## src/rtl/ftz_fmul_pkg.sv

```systemverilog
package ftz_fmul_pkg;

    localparam int EXP_W  = 8;
    localparam int FRAC_W = 23;
    localparam int WORD_W = 1 + EXP_W + FRAC_W;
    localparam int SIG_W  = FRAC_W + 1;
    localparam int PROD_W = 2 * SIG_W;
    localparam int SEXP_W = EXP_W + 2;
    localparam int BIAS   = (1 << (EXP_W - 1)) - 1;
    localparam int EXP_MAX = (1 << EXP_W) - 1;

    localparam logic [WORD_W-1:0] QNAN_WORD =
        {1'b0, {EXP_W{1'b1}}, 1'b1, {(FRAC_W-1){1'b0}}};

    typedef enum logic [1:0] {CLS_ZERO, CLS_NORM, CLS_INF, CLS_NAN} fclass_e;
    typedef enum logic [1:0] {SPC_NONE, SPC_ZERO, SPC_INF, SPC_QNAN} special_e;

    typedef struct packed {
        logic              sign;
        logic [EXP_W-1:0]  exp;
        logic [SIG_W-1:0]  sig;
        fclass_e           cls;
    } operand_t;

    // stage 1: classified operands
    typedef struct packed {
        logic              sign;
        special_e          spc;
        logic              inv;
        logic [EXP_W-1:0]  exp_a;
        logic [EXP_W-1:0]  exp_b;
        logic [SIG_W-1:0]  sig_a;
        logic [SIG_W-1:0]  sig_b;
    } unpk_t;

    // stage 2: raw product and unadjusted exponent
    typedef struct packed {
        logic              sign;
        special_e          spc;
        logic              inv;
        logic [SEXP_W-1:0] sexp;
        logic [PROD_W-1:0] prod;
    } prod_t;

    // stage 3: normalised significand with round bits
    typedef struct packed {
        logic              sign;
        special_e          spc;
        logic              inv;
        logic [SEXP_W-1:0] sexp;
        logic [SIG_W-1:0]  sig;
        logic              g;
        logic              st;
    } norm_t;

    // stage 4: packed result
    typedef struct packed {
        logic [WORD_W-1:0] word;
        logic              ovf;
        logic              unf;
        logic              inv;
    } result_t;

    function automatic operand_t unpack_op(input logic [WORD_W-1:0] w);
        operand_t         o;
        logic [EXP_W-1:0] e;
        logic [FRAC_W-1:0] f;
        e      = w[WORD_W-2 -: EXP_W];
        f      = w[FRAC_W-1:0];
        o.sign = w[WORD_W-1];
        o.exp  = e;
        o.sig  = {1'b1, f};
        if (e == '0)
            o.cls = CLS_ZERO;
        else if (e == {EXP_W{1'b1}})
            o.cls = (f == '0) ? CLS_INF : CLS_NAN;
        else
            o.cls = CLS_NORM;
        return o;
    endfunction

    function automatic logic [WORD_W-1:0] inf_word(input logic s);
        return {s, {EXP_W{1'b1}}, {FRAC_W{1'b0}}};
    endfunction

    function automatic logic [WORD_W-1:0] zero_word(input logic s);
        return {s, {(WORD_W-1){1'b0}}};
    endfunction

endpackage

```

## src/rtl/ftz_fmul_unpack.sv

```systemverilog
module ftz_fmul_unpack
    import ftz_fmul_pkg::*;
(
    input  logic              clk,
    input  logic              rst,
    input  logic              adv,
    input  logic              in_valid,
    input  logic [WORD_W-1:0] a_word,
    input  logic [WORD_W-1:0] b_word,
    output logic              out_valid,
    output unpk_t             out_q
);

    operand_t ua, ub;
    unpk_t    d;
    logic     any_nan, any_inf, any_zero;

    always_comb begin
        ua       = unpack_op(a_word);
        ub       = unpack_op(b_word);
        any_nan  = (ua.cls == CLS_NAN)  || (ub.cls == CLS_NAN);
        any_inf  = (ua.cls == CLS_INF)  || (ub.cls == CLS_INF);
        any_zero = (ua.cls == CLS_ZERO) || (ub.cls == CLS_ZERO);

        d.sign  = ua.sign ^ ub.sign;
        d.exp_a = ua.exp;
        d.exp_b = ub.exp;
        d.sig_a = ua.sig;
        d.sig_b = ub.sig;
        d.inv   = 1'b0;
        // precedence: NaN, zero*inf, inf, zero, finite
        if (any_nan) begin
            d.spc = SPC_QNAN;
        end else if (any_inf && any_zero) begin
            d.spc = SPC_QNAN;
            d.inv = 1'b1;
        end else if (any_inf) begin
            d.spc = SPC_INF;
        end else if (any_zero) begin
            d.spc = SPC_ZERO;
        end else begin
            d.spc = SPC_NONE;
        end
    end

    always_ff @(posedge clk) begin
        if (rst)      out_valid <= 1'b0;
        else if (adv) out_valid <= in_valid;
    end

    always_ff @(posedge clk) begin
        if (adv) out_q <= d;
    end

    // a NaN-class result never carries the invalid flag unless it came from zero*inf
    assert_nan_quiet_R6: assert property (@(posedge clk) disable iff (rst)
        (adv && in_valid && ((ua.cls == CLS_NAN) || (ub.cls == CLS_NAN)))
        |=> (out_q.spc == SPC_QNAN) && !out_q.inv);

endmodule

```

## src/rtl/ftz_fmul_mult.sv

```systemverilog
module ftz_fmul_mult
    import ftz_fmul_pkg::*;
(
    input  logic  clk,
    input  logic  rst,
    input  logic  adv,
    input  logic  in_valid,
    input  unpk_t in_q,
    output logic  out_valid,
    output prod_t out_q
);

    prod_t d;

    always_comb begin
        d.sign = in_q.sign;
        d.spc  = in_q.spc;
        d.inv  = in_q.inv;
        d.sexp = SEXP_W'(in_q.exp_a) + SEXP_W'(in_q.exp_b) - SEXP_W'(BIAS);
        d.prod = PROD_W'(in_q.sig_a) * PROD_W'(in_q.sig_b);
    end

    always_ff @(posedge clk) begin
        if (rst)      out_valid <= 1'b0;
        else if (adv) out_valid <= in_valid;
    end

    always_ff @(posedge clk) begin
        if (adv) out_q <= d;
    end

endmodule

```

## src/rtl/ftz_fmul_norm.sv

```systemverilog
module ftz_fmul_norm
    import ftz_fmul_pkg::*;
(
    input  logic  clk,
    input  logic  rst,
    input  logic  adv,
    input  logic  in_valid,
    input  prod_t in_q,
    output logic  out_valid,
    output norm_t out_q
);

    norm_t d;

    always_comb begin
        d.sign = in_q.sign;
        d.spc  = in_q.spc;
        d.inv  = in_q.inv;
        if (in_q.prod[PROD_W-1]) begin
            // product in [2,4): shift right by one, bump exponent
            d.sig  = in_q.prod[PROD_W-1 -: SIG_W];
            d.g    = in_q.prod[PROD_W-1-SIG_W];
            d.st   = |in_q.prod[PROD_W-2-SIG_W:0];
            d.sexp = in_q.sexp + SEXP_W'(1);
        end else begin
            d.sig  = in_q.prod[PROD_W-2 -: SIG_W];
            d.g    = in_q.prod[PROD_W-2-SIG_W];
            d.st   = |in_q.prod[PROD_W-3-SIG_W:0];
            d.sexp = in_q.sexp;
        end
    end

    always_ff @(posedge clk) begin
        if (rst)      out_valid <= 1'b0;
        else if (adv) out_valid <= in_valid;
    end

    always_ff @(posedge clk) begin
        if (adv) out_q <= d;
    end

    // a finite product always leaves this stage with its leading one in place
    assert_norm_lead_R1: assert property (@(posedge clk) disable iff (rst)
        (out_valid && out_q.spc == SPC_NONE) |-> out_q.sig[SIG_W-1]);

endmodule

```

## src/rtl/ftz_fmul_round.sv

```systemverilog
module ftz_fmul_round
    import ftz_fmul_pkg::*;
(
    input  logic    clk,
    input  logic    rst,
    input  logic    adv,
    input  logic    in_valid,
    input  norm_t   in_q,
    output logic    out_valid,
    output result_t out_q
);

    localparam logic [SEXP_W-1:0] EMAX_S = SEXP_W'(EXP_MAX);
    localparam logic [SEXP_W-1:0] EMIN_S = SEXP_W'(1);

    result_t           d;
    logic              inc;
    logic [SIG_W:0]    rounded;
    logic [SEXP_W-1:0] e_rnd;
    logic [FRAC_W-1:0] frac;

    always_comb begin
        inc     = in_q.g & (in_q.st | in_q.sig[0]);
        rounded = {1'b0, in_q.sig} + {{SIG_W{1'b0}}, inc};
        e_rnd   = in_q.sexp + SEXP_W'(rounded[SIG_W]);
        frac    = rounded[SIG_W] ? rounded[SIG_W-1:1] : rounded[FRAC_W-1:0];

        d      = '0;
        d.inv  = in_q.inv;
        unique case (in_q.spc)
            SPC_QNAN: d.word = QNAN_WORD;
            SPC_INF:  d.word = inf_word(in_q.sign);
            SPC_ZERO: d.word = zero_word(in_q.sign);
            default: begin
                if ($signed(e_rnd) >= $signed(EMAX_S)) begin
                    d.word = inf_word(in_q.sign);
                    d.ovf  = 1'b1;
                end else if ($signed(e_rnd) < $signed(EMIN_S)) begin
                    d.word = zero_word(in_q.sign);
                    d.unf  = 1'b1;
                end else begin
                    d.word = {in_q.sign, e_rnd[EXP_W-1:0], frac};
                end
            end
        endcase
    end

    always_ff @(posedge clk) begin
        if (rst)      out_valid <= 1'b0;
        else if (adv) out_valid <= in_valid;
    end

    always_ff @(posedge clk) begin
        if (adv) out_q <= d;
    end

    // the three status flags are mutually exclusive
    assert_flags_excl_R5: assert property (@(posedge clk) disable iff (rst)
        out_valid |-> $onehot0({out_q.ovf, out_q.unf, out_q.inv}));

endmodule

```

## src/rtl/ftz_fmul.sv

```systemverilog
module ftz_fmul
    import ftz_fmul_pkg::*;
(
    input  logic              clk,
    input  logic              rst,
    input  logic              a_valid,
    output logic              a_ready,
    input  logic [WORD_W-1:0] a_data,
    input  logic              b_valid,
    output logic              b_ready,
    input  logic [WORD_W-1:0] b_data,
    output logic              out_valid,
    input  logic              out_ready,
    output logic [WORD_W-1:0] out_data,
    output logic              out_overflow,
    output logic              out_underflow,
    output logic              out_invalid
);

    logic    adv;
    logic    v1, v2, v3, v4;
    unpk_t   q1;
    prod_t   q2;
    norm_t   q3;
    result_t q4;

    // a single advance enable freezes every stage while the output is held
    assign adv     = !out_valid || out_ready;
    assign a_ready = adv && b_valid;
    assign b_ready = adv && a_valid;

    ftz_fmul_unpack u_unpack (
        .clk(clk), .rst(rst), .adv(adv), .in_valid(a_valid && b_valid),
        .a_word(a_data), .b_word(b_data), .out_valid(v1), .out_q(q1)
    );

    ftz_fmul_mult u_mult (
        .clk(clk), .rst(rst), .adv(adv), .in_valid(v1), .in_q(q1),
        .out_valid(v2), .out_q(q2)
    );

    ftz_fmul_norm u_norm (
        .clk(clk), .rst(rst), .adv(adv), .in_valid(v2), .in_q(q2),
        .out_valid(v3), .out_q(q3)
    );

    ftz_fmul_round u_round (
        .clk(clk), .rst(rst), .adv(adv), .in_valid(v3), .in_q(q3),
        .out_valid(v4), .out_q(q4)
    );

    assign out_valid     = v4;
    assign out_data      = q4.word;
    assign out_overflow  = q4.ovf;
    assign out_underflow = q4.unf;
    assign out_invalid   = q4.inv;

    assert_stall_hold_R10: assert property (@(posedge clk) disable iff (rst)
        (out_valid && !out_ready) |=> out_valid && $stable(out_data)
            && $stable({out_overflow, out_underflow, out_invalid}));

    assert_invalid_qnan_R7: assert property (@(posedge clk) disable iff (rst)
        (out_valid && out_invalid) |-> out_data == QNAN_WORD);

    assert_ovf_inf_R5: assert property (@(posedge clk) disable iff (rst)
        (out_valid && out_overflow) |-> out_data[WORD_W-2:0] == {{EXP_W{1'b1}}, {FRAC_W{1'b0}}});

    assert_unf_zero_R4: assert property (@(posedge clk) disable iff (rst)
        (out_valid && out_underflow) |-> out_data[WORD_W-2:0] == '0);

endmodule

```

## config.mk

```make
export PLATFORM = sky130hd
export DESIGN_NAME = ftz_fmul
export DESIGN_NICKNAME = d
export VERILOG_FILES = /design/src/rtl/ftz_fmul_pkg.sv /design/src/rtl/ftz_fmul_unpack.sv /design/src/rtl/ftz_fmul_mult.sv /design/src/rtl/ftz_fmul_norm.sv /design/src/rtl/ftz_fmul_round.sv /design/src/rtl/ftz_fmul.sv
export SDC_FILE = /design/constraint.sdc
export NUM_CORES = 2
export LEC_CHECK = 0
export ABC_AREA = 1
export BUFFER_PORTS_ARGS = -buffer_cell sky130_fd_sc_hd__buf_2
export CORE_ASPECT_RATIO = 1.75
export CORE_MARGIN = 4
export CORE_UTILIZATION = 45
export CTS_CLUSTER_DIAMETER = 30
export DETAILED_ROUTE_END_ITERATION = 12
export PLACE_DENSITY = 0.59
export SYNTH_ARGS = -nofsm -noshare
export SYNTH_HDL_FRONTEND = slang
export SYNTH_HIERARCHICAL = 1
export SYNTH_SLANG_ARGS = --single-unit
```

## constraint.sdc

```tcl
create_clock -name clk -period 8.5 [get_ports clk]
set_input_delay 1.7 -clock clk [delete_from_list [all_inputs] [get_ports clk]]
set_output_delay 1.7 -clock clk [all_outputs]
set_load 0.01 [all_outputs]
```

# Yosys cells after proc, flatten, opt, wreduce, memory -nomap -nowiden
# Cells that the tools add are included.
# word_totals
input_bits	69
word_cells	86
regBits	207
out_inout_bits	38
# op_classes
multipliers	1
eq_ne	9
reduce_logical	21
n_lt_le_gt_ge	2
n_mux	16
bitwise_logic	3
add_sub_neg	5
# op_table
op	count
case mux 32 bit (3 select lines)	1
two-way mux 31 bit	2
multiplier 24 x 24 -> 48 bit	1
logical NOT 23 bit	2
two-way mux 36 bit	1
adder 24 x 1 -> 25 bit	1
two-way mux 23 bit	1
OR reduction 23 bit	1
OR reduction 22 bit	1
equality test 8 bit (second input constant)	2
logical NOT 8 bit	2
equality test 2 bit (second input constant)	6
adder 10 x 1 -> 10 bit	1
adder 10 x 1 -> 10 bit (second input constant)	1
>= comparator 10 x 9 -> 1 bit (second input constant)	1
< comparator 10 x 2 -> 1 bit (second input constant)	1
subtractor 10 x 7 -> 10 bit (second input constant)	1
adder 8 x 8 -> 9 bit	1
two-way mux 2 bit	4
two-way mux 1 bit	7
OR reduction 3 bit	2
logical AND 1 bit	4
logical NOT 2 bit	2
logical OR 1 bit	4
7 further kinds	7

# Depth between registers and ports, before layout
# logic_depth
depth_word	8
depth_mapped	29
depth_no_buf	28

# Hierarchy
# Netlist, hierarchy kept.
# by_module_without_submodules
module	cells_each	instances	seq_area_each_um2	area_per_inst_um2
ftz_fmul_mult	2966	1	1881.8	22831.9
ftz_fmul_round	325	1	1071.0	2651.3
ftz_fmul_unpack	165	1	2001.9	2407.3
ftz_fmul_norm	191	1	1221.2	1884.3
ftz_fmul	8	1	0.0	32.5

# Least setup slack after synthesis
# Ideal clock, no wire load.
# synth_timing
kind	input port to flip-flop
startpoint	in out_ready
endpoint	reg u_mult.out_valid
n_path_buf	0
stages	4
arrival_ps	6704
setup_ps	141
required_ps	8359
slack_ps	1655
cell_sequence	inv_1 nand2_1 mux2i_1 nor2_1
# synth_between
elab_chain_cells	1
# synth_lines
item	line_no	text
from (decl)	ftz_fmul.sv:13	input logic out_ready,
logical OR 1 bit	ftz_fmul.sv:28	assign adv = !out_valid || out_ready;
net adv	ftz_fmul.sv:20	logic adv;
to (signal assigned)	ftz_fmul_mult.sv:25	else if (adv) out_valid <= in_valid;
to (decl)	ftz_fmul_mult.sv:9	output logic out_valid,
# The timed path passes the listed nets, and every way through them passes these cells.
# A chain may end at the register's enable or synchronous reset.

==> impl_summary.md <==
Final layout
The number of antenna cells inserted is 0. The cell area after layout is 0.0328 mm². The area growth from synthesis to layout is 9.87%. Leaving out fill and tap cells, the most frequent cell in the layout is sky130_fd_sc_hd__nand2_1.

Leaving out fill and tap cells, the most frequent cells in the layout are 1,111 x sky130_fd_sc_hd__nand2_1, 1,064 x sky130_fd_sc_hd__inv_1, 483 x sky130_fd_sc_hd__fa_1, 203 x sky130_fd_sc_hd__edfxtp_1, 199 x sky130_fd_sc_hd__ha_1. The layout has around 6,500 filler cells. Of the cells placed in the final design, the portion with a size suffix greater than 1 is 8.06%. The net count of the finished layout is 4,490.

STA
The post-route clock period utilization is 83.7%. Setup repair after global routing left no endpoint under its margin. The normalized max-slew margin is 12.8%.

The count of endpoints failing hold in the final timing report came to 0. After layout, the worst setup slack is about 1.4 ns. The transition time at the pin with the least slew margin is 1.31 ns. Adding up every negative setup slack in the final design gives 0 ns.

For the final database, setup skew stands at 0.0328 ns. For this run, the top clock speed supported by timing is 141 MHz. The number of max-slew violations in the final report is 0. The routed design could run at a clock period as short as 7.11 ns.

The number of setup violations in the final report is 0.

Setup path
The stage delay of the slowest cell on the critical path is between 1 and 1.5 ns. The worst setup path endpoint is u_mult/out_q[47]. Walking the worst path, the cells encountered are nand2_1 > fa_1 > inv_1 > fa_1 > inv_1 > fa_1 > inv_1 > fa_1 > fa_1 > fa_1 > inv_1 > fa_1 > inv_1 > ha_1 > nand2_1 > nand2_1 > nand2_1 > nand2_1 > a21oi_1 > nand2_1 > nand2_1 > nand3_1 > nand2_1 > nand2_1. The endpoint required time on the critical path is 8.80 ns. The source of the critical timing path is u_unpack/out_q[43].

The number of buffers and inverters on the critical path is 5. The data arrival time of the critical path is 7.41 ns. In this run the worst path has a maximum fanout of 24. In this run the critical register-to-register path is launched from u_unpack/out_q[43]. The depth of the worst register-to-register path is 24. The cell family with the largest share of critical-path delay is adder cells. The element type at the critical path end is a register. The category of the worst setup path launch point is a register. For flop-to-flop paths, the worst setup slack is 1.39 ns.

The number of cells on the critical path is 24. The capture point of the worst reg-to-reg path is u_mult/out_q[47]. The worst-path cell with the longest stage delay is sky130_fd_sc_hd__edfxtp_1. The cell occurring most often along the worst timing path is sky130_fd_sc_hd__nand2_1. The critical path class is reg2reg.

Clock tree
In this run, post-CTS repair resized a total of 0 instances. Clock tree synthesis found a total of 207 sinks. The H-tree was split into 2 levels. Clock-pin slew was measured on the worst setup and hold paths at ~0.04 ns.

Clock tree synthesis inserted a total of between 40 and 50 buffers. In this run the post-CTS setup repair buffer count came out at 0. TritonCTS built the clock tree.

The clock passes through at most 3 buffers. The master cell of the clock root buffer is sky130_fd_sc_hd__clkbuf_16. The number of hold buffers added after CTS was 0. Clock latency on the worst-skew pair, taken at its later pin, is 0.57 ns.

Floorplan
The die boundary height is 348 µm. The horizontal die dimension is 203 µm. The effective utilization at floorplan is a little under half.

The core outline area is 0.0655 mm². The floorplan row count is 124. The die outline area is 0.0706 mm². The number of ports placed on the die boundary is around 110.

Logic synthesis
Counting flops with an async set or reset pin after synthesis yields a share of 0%. The synthesized netlist occupies a cell area of 0.0298 mm². Counting flops with a built-in enable in the synthesized netlist gives 203. The gate count of the mapped netlist is 3,655. In the synthesized netlist the dominant register cell turns out to be sky130_fd_sc_hd__edfxtp_1. The sequential area share after synthesis is 20.7%. Counting flops and latches in the post-synthesis netlist gives 207.

The number of warnings printed during yosys synthesis is 6. In this run the mean area of a mapped cell was 8.16 µm². The synthesized netlist contains 47 unique library cells.

Drt
The post-route antenna net violation count is 0. Dividing the detail-routed wire length by the instance count gives 17.1 µm. The via count of the routed design is 22,300.

The detailed-route DRC error count is 0. Before antenna repair, the detailed router went through 5 iterations. In this run, the number of DRC markers left after iteration 0 of detailed routing was 1,004. The routed wire length is 79,300 µm. The via count normalized by instance count is 4.79.

Global routing
The number of antenna violations at the first check in global routing is 0. The total routing resource utilization after global routing is 22.9%. The aggregate global routing overflow is 0. Entering global routing, the biggest net connects about 150 pins. The first global-routing pass estimated around 130,000 µm of wire.

The number of global-route vias before repair is 23,900.

Run status
The run finished with clean final reports.

Place
The final weighted congestion in routability-driven placement is 0.939. The wire-length estimate of the detail-placed layout is 64,200 µm. The placed instances occupy a cell area of 0.0313 mm². Input and output buffers added on the ports amount to 106. The worst slack at placement is between 1 and 1.5 ns.

Hold path
The min-delay analysis places its worst path in the category reg2reg.

Job
The number of maximum-capacitance constraint violations is 0.
## stage by stage
stage	utilization, %	std cells	hold WS [ns]
after detailed placement	47.8	4577	0.406
after global routing	50.0	4652	0.414
after CTS	50.0	4652	0.412
after global placement	47.8	4577	0.404
final	50.0	4652	0.410
after floorplan	-	3656	0.400
## worst min-delay path by stage
stage                        to  cells after the start  slack (ns)                from
3_5_place_dp   u_round/out_q[0]                      0        0.41    u_norm/out_q[36]
3_3_place_gp   u_norm/out_q[37]                      0        0.40    u_mult/out_q[59]
4_1_cts        u_round/out_q[0]                      0        0.41    u_norm/out_q[36]
5_1_grt        u_round/out_q[0]                      0        0.41    u_norm/out_q[36]
2_1_floorplan  u_mult/out_q[58]                      0        0.40  u_unpack/out_q[64]
6_report       u_round/out_q[0]                      0        0.41    u_norm/out_q[36]
## per-layer routing
layer | track usage, % | share of wire, %
met1 | 24.2 | 35
met2 | 44.7 | 55
met3 | 2.39 | 4.3
met4 | 11.2 | 5.9
met5 | 0 | 0
## cells by family after synthesis
logic type / after synthesis / share of synthesized area (%)
xor gates and xnor gates: 54 / 1.65
and+or+nand+nor: 1461 / 20.4
AOI/OAI and AO/OA: 71 / 1.34
DFF: 207 / 20.7
other: 1 / 0.0126
adders and majority gates: 682 / 40.8
muxes: 4 / 0.134
buffers and inverters: 1175 / 14.9
## synthesized netlist by cell type, drive strengths merged, types with 5 or more instances
cell,instances,area [µm²]
or2,6,37.5
inv,1070,4020
xor2,41,378
xnor2,13,114
clkbuf,96,360
ha,199,2490
and2,5,31.3
a21oi,42,210
nand3,80,483
nor2,194,945
fa,483,9670
nor3,10,66.3
o21ai,10,50.1
nand4,17,106
nand2,1143,4380
edfxtp,203,6100
buf,8,66.3
o21bai,11,82.6
## cell type report
| cell class | instances | area [µm²] | share of cell area, % |
|---|---|---|---|
| tap | 882 | 1100 | 3.37 |
| multi-input combinational | 2274 | 19200 | 58.6 |
| sequential | 207 | 6180 | 18.9 |
| timing repair buffer | 143 | 821 | 2.51 |
| inverter | 1071 | 4020 | 12.3 |
| clock inverter | 29 | 368 | 1.12 |
| clock buffer | 46 | 1070 | 3.26 |
## worst register-to-register path: cells and delay by family (launching register included)
family	cells	cell delay (ns)
compound gates	1	0.29
fa+ha+maj	8	4.13
buf+inv	5	0.30
flops	1	1.20
simple gates	10	0.96
## sequential cells by signal, indices dropped and copies added, names as in the netlist
| name | count |
|---|---|
| u_mult/out_q | 62 |
| u_mult/out_valid | 1 |
| u_unpack/out_valid | 1 |
| u_norm/out_q | 40 |
| u_unpack/out_q | 66 |
| u_round/out_q | 35 |
| u_round/out_valid | 1 |
| u_norm/out_valid | 1 |
Power is left out: the tool's default activity adds up to more than one toggle a clock period on the data nets, which glitch-free logic cannot reach.
